`config.mk`:
```
export PLATFORM = sky130hd
export DESIGN_NAME = mf_timing_marker
export DESIGN_NICKNAME = d
export VERILOG_FILES = /design/src/rtl/mtm_pkg.sv /design/src/rtl/mtm_integ.sv /design/src/rtl/mtm_mf_asm.sv /design/src/rtl/mtm_unst.sv /design/src/rtl/mf_timing_marker.sv
export SDC_FILE = /design/constraint.sdc
export NUM_CORES = 1
export LEC_CHECK = 0
export BUFFER_PORTS_ARGS = -buffer_cell sky130_fd_sc_hd__buf_2
export CORE_MARGIN = 2
export CORE_UTILIZATION = 25
export CTS_BUF_LIST = sky130_fd_sc_hd__clkbuf_2
export DETAILED_ROUTE_END_ITERATION = 8
export MAX_ROUTING_LAYER = met4
export PLACE_DENSITY = 0.48
export SYNTH_ARGS = -nofsm -noshare
export SYNTH_HDL_FRONTEND = slang
export SYNTH_HIERARCHICAL = 1
export SYNTH_SLANG_ARGS = --single-unit
```
`constraint.sdc`:
```
create_clock -name clk -period 2.9 [get_ports clk]
set_clock_uncertainty 0.05 [all_clocks]
set_input_delay 0.29 -clock clk [delete_from_list [all_inputs] [get_ports clk]]
set_output_delay 0.29 -clock clk [all_outputs]
set_load 0.05 [all_outputs]
```
`src/rtl/mtm_pkg.sv`:
```
package mtm_pkg;

   localparam int MTM_INT_W      = 3;
   localparam int MTM_TSI_W      = 4;
   localparam int MTM_ACCEPT     = 5;
   localparam int MTM_UNST_LIMIT = 8;

   typedef enum logic {
      MODE_INT = 1'b0,
      MODE_EXT = 1'b1
   } mtm_mode_e;

endpackage

```
`src/rtl/mtm_integ.sv`:
```
module mtm_integ #(
   parameter int W      = 3,
   parameter int ACCEPT = 5
) (
   input  logic         clk,
   input  logic         rst_n,
   input  logic         obs_valid,
   input  logic [W-1:0] obs,
   input  logic         clr,
   output logic [W-1:0] val,
   output logic         chg,
   output logic         held
);

   localparam int             CW   = $clog2(ACCEPT + 1);
   localparam logic [CW-1:0]  CMAX = CW'(ACCEPT);

   if (W < 1) begin : g_bad_w
      $error("mtm_integ: W must be at least 1");
   end
   if (ACCEPT < 2) begin : g_bad_accept
      $error("mtm_integ: ACCEPT must be at least 2");
   end

   logic [W-1:0]  cand;
   logic [CW-1:0] run;
   logic [CW-1:0] run_n;
   logic          same;
   logic          upd;

   // Length of the current run of identical observations, saturating at CMAX
   always_comb begin
      same  = (run != '0) && (obs == cand);
      run_n = same ? ((run == CMAX) ? run : run + 1'b1) : CW'(1);
      held  = obs_valid && (run_n == CMAX);
      upd   = held && (obs != val);
   end

   always_ff @(posedge clk) begin
      if (!rst_n) begin
         cand <= '0;
         run  <= '0;
         val  <= '0;
         chg  <= 1'b0;
      end else begin
         if (obs_valid) begin
            cand <= obs;
            run  <= run_n;
         end
         if (upd) begin
            val <= obs;
         end
         chg <= upd | (chg & ~clr);
      end
   end

endmodule

```
`src/rtl/mtm_mf_asm.sv`:
```
module mtm_mf_asm #(
   parameter int SLOTS = 4,
   parameter int PW    = $clog2(SLOTS)
) (
   input  logic             clk,
   input  logic             rst_n,
   input  logic             en,
   input  logic [PW-1:0]    phase,
   input  logic             mark,
   output logic             word_valid,
   output logic [SLOTS-1:0] word
);

   if (SLOTS < 2 || (1 << PW) != SLOTS) begin : g_bad_slots
      $error("mtm_mf_asm: SLOTS must be a power of two of at least 2");
   end

   logic [SLOTS-1:0] slots;
   logic [SLOTS-1:0] slots_n;
   logic [SLOTS-2:0] seen;
   logic [SLOTS-2:0] seen_n;
   logic             first;
   logic             last;

   assign first = (phase == '0);
   assign last  = (phase == PW'(SLOTS - 1));

   // Phase p fills word bit SLOTS-1-p: the MSB goes first
   for (genvar i = 0; i < SLOTS; i++) begin : g_slot
      assign slots_n[i] = (en && phase == PW'(SLOTS - 1 - i)) ? mark : slots[i];
   end

   // Phases seen since the latest phase 0; the final phase closes the multiframe
   for (genvar j = 0; j < SLOTS - 1; j++) begin : g_seen
      assign seen_n[j] = !en  ? seen[j] :
                         first ? ((j == 0) ? 1'b1 : 1'b0) :
                         last  ? 1'b0 :
                                 (seen[j] | (phase == PW'(j)));
   end

   assign word_valid = en && last && (&seen);
   assign word       = slots_n;

   always_ff @(posedge clk) begin
      if (!rst_n) begin
         slots <= '0;
         seen  <= '0;
      end else begin
         slots <= slots_n;
         seen  <= seen_n;
      end
   end

endmodule

```
`src/rtl/mtm_unst.sv`:
```
module mtm_unst #(
   parameter int LIMIT = 8
) (
   input  logic clk,
   input  logic rst_n,
   input  logic obs_valid,
   input  logic held,
   output logic unstable
);

   localparam int            CW   = $clog2(LIMIT + 1);
   localparam logic [CW-1:0] LMAX = CW'(LIMIT);

   if (LIMIT < 1) begin : g_bad_limit
      $error("mtm_unst: LIMIT must be at least 1");
   end

   logic [CW-1:0] miss;

   always_ff @(posedge clk) begin
      if (!rst_n) begin
         miss     <= '0;
         unstable <= 1'b0;
      end else if (obs_valid) begin
         if (held) begin
            miss     <= '0;
            unstable <= 1'b0;
         end else begin
            if (miss != LMAX) begin
               miss <= miss + 1'b1;
            end
            if (miss >= LMAX - 1'b1) begin
               unstable <= 1'b1;
            end
         end
      end
   end

endmodule

```
`src/rtl/mf_timing_marker.sv`:
```
module mf_timing_marker
   import mtm_pkg::*;
#(
   parameter int INT_W      = MTM_INT_W,
   parameter int TSI_W      = MTM_TSI_W,
   parameter int ACCEPT     = MTM_ACCEPT,
   parameter int UNST_LIMIT = MTM_UNST_LIMIT
) (
   input  logic             clk,
   input  logic             rst_n,
   input  logic             mode_ext,
   input  logic             byte_valid,
   input  logic [INT_W-1:0] ma_tail,
   input  logic             clr_int_chg,
   input  logic             clr_ext_chg,
   output logic [INT_W-1:0] int_val,
   output logic             int_chg,
   output logic [TSI_W-1:0] ext_val,
   output logic             ext_chg,
   output logic             ext_unstable
);

   localparam int PW = $clog2(TSI_W);

   if (INT_W != PW + 1) begin : g_bad_split
      $error("mf_timing_marker: INT_W must equal phase width plus one");
   end

   mtm_mode_e        mode;
   logic             int_en;
   logic             ext_en;
   logic             int_held;
   logic             ext_held;
   logic             word_valid;
   logic [TSI_W-1:0] word;

   assign mode   = mtm_mode_e'(mode_ext);
   assign int_en = byte_valid && (mode == MODE_INT);
   assign ext_en = byte_valid && (mode == MODE_EXT);

   mtm_integ #(
      .W      (INT_W),
      .ACCEPT (ACCEPT)
   ) i_int_integ (
      .clk       (clk),
      .rst_n     (rst_n),
      .obs_valid (int_en),
      .obs       (ma_tail),
      .clr       (clr_int_chg),
      .val       (int_val),
      .chg       (int_chg),
      .held      (int_held)
   );

   mtm_mf_asm #(
      .SLOTS (TSI_W),
      .PW    (PW)
   ) i_mf_asm (
      .clk        (clk),
      .rst_n      (rst_n),
      .en         (ext_en),
      .phase      (ma_tail[INT_W-1:1]),
      .mark       (ma_tail[0]),
      .word_valid (word_valid),
      .word       (word)
   );

   mtm_integ #(
      .W      (TSI_W),
      .ACCEPT (ACCEPT)
   ) i_ext_integ (
      .clk       (clk),
      .rst_n     (rst_n),
      .obs_valid (word_valid),
      .obs       (word),
      .clr       (clr_ext_chg),
      .val       (ext_val),
      .chg       (ext_chg),
      .held      (ext_held)
   );

   mtm_unst #(
      .LIMIT (UNST_LIMIT)
   ) i_unst (
      .clk       (clk),
      .rst_n     (rst_n),
      .obs_valid (word_valid),
      .held      (ext_held),
      .unstable  (ext_unstable)
   );

endmodule

```
==> flow_summary_export.csv <==
group,metric,value,unit
outcome,outcome,"finished, final reports clean",
power,total_power,768,uW
placement,dpl.hpwl,2.62,mm
clock_tree,ctsResizeCount,0,
grt,grt_pass1_wl,6.18,mm
worst_setup_path,cp-end-kind,"flop",
clock_tree,clk_latency,0.36,ns
worst_setup_path,startpoint,"i_ext_integ/run[0]",
placement,gp_congestion,0.806,
detailed_routing,drtPass1Iterations,4,
worst_setup_path,ff2ff_path_depth,7,
clock_tree,clk_path_buf_depth,2,
yosys,yosys-top-cells-area,"dfxtp_1 (36%), mux2i_1 (7.4%), ha_1 (5.3%)",
yosys,ys_seq_area_share,36.0,%
sta,fin_tns_setup,0,ns
yosys,ys_dominant_reg_cell,"dfxtp_1",
detailed_routing,wl,3.62,mm
yosys,async_flop_share,0,%
die,initial_utilization,25.9,%
sta,slew_headroom,51.4,%
yosys,synth_top_area_cell,"dfxtp_1",
yosys,synth_top_cells_by_count,"dfxtp_1 (34), nand2_1 (24), mux2i_1 (14), inv_1 (10), xor2_1 (10)",
sta,holdWs,0.120,ns
finish,syn_to_final_growth,13.2,%
sta,worst_pin_slew,0.729,ns
finish,fin_cells,330,
worst_setup_path,critPathLaunchType,"flop",
detailed_routing,avgRoutedWirePerCell,11.0,um
detailed_routing,detailedRoute.firstIterationViolations,69,
detailed_routing,wl_met3,149,um
finish,drive_gt1_share,18.2,%
run,max-cap-violations,0,
placement,place_inst,322,
yosys,yosys_warnings,6,
detailed_routing,wl_met2,1.61,mm
power,power_density,359,nW/um^2
yosys,synth.avg_cell_area,9.14,sq um
sta,hold_viol,0,
worst_setup_path,crit_fanout,9,
die,dieWidth,91.0,um
worst_setup_path,rrSetupSlack,0.63,ns
worst_setup_path,slowest_stage,"or4_1",
finish,fillers,823,
worst_setup_path,arrival,2.52,ns
yosys,yosysTopAreaCellShare,36.0,%
clock_tree,clock_sinks,34,
yosys,synth-edff-count,0,
yosys,synthesis.instances,207,
die,dieArea,8280,sq um
yosys,synth_most_common_cell,"dfxtp_1",
clock_tree,cts_inserted_buffers,5,
die,num_rows,31,
detailed_routing,avgViaCountPerCell,4.47,
die,fp.dieH,91.0,um
clock_tree,cts_tree,"done",
finish,nNetsFinal,247,
worst_setup_path,cp.required,3.14,ns
yosys,synth_seq_cells,34,
sta,fmax,0.440,GHz
die,ioPinCount,19,
grt,grt_max_degree,47,
worst_setup_path,r2r-end,"i_unst/miss[3]",
detailed_routing,vias,1474,
yosys,netlist_area,1890,sq um
clock_tree,h-tree-depth,2,
clock_tree,clkTransAtPathRegs,0.17,ns
worst_setup_path,reg2reg_from,"i_ext_integ/run[0]",
sta,finalSetupViolCount,0,
hold_path,min_to,"i_ext_integ/chg",
grt,antenna_found_initial,0,
worst_setup_path,critPathKind,"flop to flop",
sta,rsz0062_at_grt,"no",
detailed_routing,detail-route-antenna-nets,0,
sta,min_period_over_period,78.4,%
finish,insertedDiodeCount,0,
clock_tree,cts_root_buf,"clkbuf_2",
clock_tree,postCtsSetupBuffers,0,
yosys,yosys.cell_types.count,50,
clock_tree,cts_hold_buf,0,
hold_path,min_path_cells,3,
hold_path,min_path_type,"input port to flop",
grt,grtUsageTotal,9.44,%
power,peakVddDrop,0.000188,V
detailed_routing,drc,0,
finish,multiInputGateArea,1140,sq um
grt,grt_pass1_vias,1367,
die,fp.coreArea,7290,sq um
finish,seqCellArea,681,sq um
sta,period_minus_slack,2.27,ns
sta,slew_viol_final,0,
power,leakage,0.930,nW
detailed_routing,wl_met1,1.83,mm
worst_setup_path,cp_cell_sequence,"inv_1 > ha_1 > nor4_1 > a211oi_1 > nor2_1 > or4_1 > a21oi_1",
grt,grt-ovfl-total,0,
hold_path,min-delay-start,"clr_ext_chg",
detailed_routing,highest_layer,"met4",
yosys,syn_nets,224,
worst_setup_path,slowest_delay,0.53,ns
placement,port_buffers,18,
metrics by stage:
| step | instance area, sq um | worst slack (ns) | utilization (%) |
|---|---|---|---|
| final | 2140 | 0.625 | 29.4 |
| after global routing | 2140 | 0.426 | 29.4 |
| after CTS | 2140 | 0.591 | 29.4 |
| after detailed placement | 2100 | 0.279 | 28.8 |
| after global placement | 2100 | 0.323 | 28.8 |
| after floorplan | 1890 | 0.453 | - |
per-layer routing:
metal	vias up	global-route usage, %
li1	773	-
met1	679	11.5
met2	20	14.9
met3	2	2.74
met4	0	3.41
met5	-	-
kinds of logic (layout without fill, tap and decap cells):
logic type / after synthesis / count (layout) / synth area share (%)
AND/OR/NAND/NOR: 80 / 80 / 25.5
AO/OA/AOI/OAI: 36 / 36 / 12.9
flip-flops: 34 / 34 / 36.0
multiplexers: 18 / 18 / 9.99
buffers and inverters: 17 / 41 / 3.90
XOR/XNOR: 14 / 14 / 6.48
adder cells (fa/ha/maj): 8 / 8 / 5.29
area by class of cell:
class	count	share of cell area (%)
clock inverter	2	0.409
tap	99	5.78
multi-input combinational	156	53.1
timing repair buffer	22	5.61
sequential	34	31.8
clock buffer	6	1.40
inverter	11	1.93
sequential cells by signal, indices dropped and copies added (netlist names):
name and cells:
i_ext_integ/cand 4, i_ext_integ/chg 1, i_ext_integ/run 3, i_ext_integ/val 4, i_int_integ/cand 3, i_int_integ/chg 1
i_int_integ/run 3, i_int_integ/val 3, i_mf_asm/seen 3, i_mf_asm/slots 4, i_unst/miss 4, i_unst/unstable 1
worst max-delay path, delay by kind of cell (launching register included):
family	cells	cell delay, ns
simple gates	3	0.77
compound gates	2	0.51
buf+inv	1	0.08
fa+ha+maj	1	0.32
flops	1	0.50
layout by cell type (no fill, tap or decap), drive strengths merged, types with 8 or more instances in the layout:
cell	Yosys	final
inv	11	11
buf	3	22
nand2	24	24
ha	8	8
mux2i	14	14
dfxtp	34	34
o21ai	8	8
nor2	8	8
nor2b	9	9
xor2	10	10
report_power, final:
| group | internal [mW] | switching (mW) |
|---|---|---|
| registers | 0.474 | 0.00452 |
| logic | 0.0312 | 0.0417 |
| clock network | 0.0595 | 0.158 |
| total | 0.564 | 0.204 |
how the worst max path moves through the flow:
stage | endpoint | slack (ns) | cells after the start
3_5_place_dp | i_unst/miss[0] | 0.28 | 11
2_1_floorplan | i_unst/miss[0] | 0.45 | 10
5_1_grt | i_unst/miss[3] | 0.43 | 7
6_report | i_unst/miss[3] | 0.63 | 7
3_3_place_gp | i_unst/miss[0] | 0.32 | 11
4_1_cts | i_unst/miss[3] | 0.59 | 7
(Power assumes the default switching activity.)
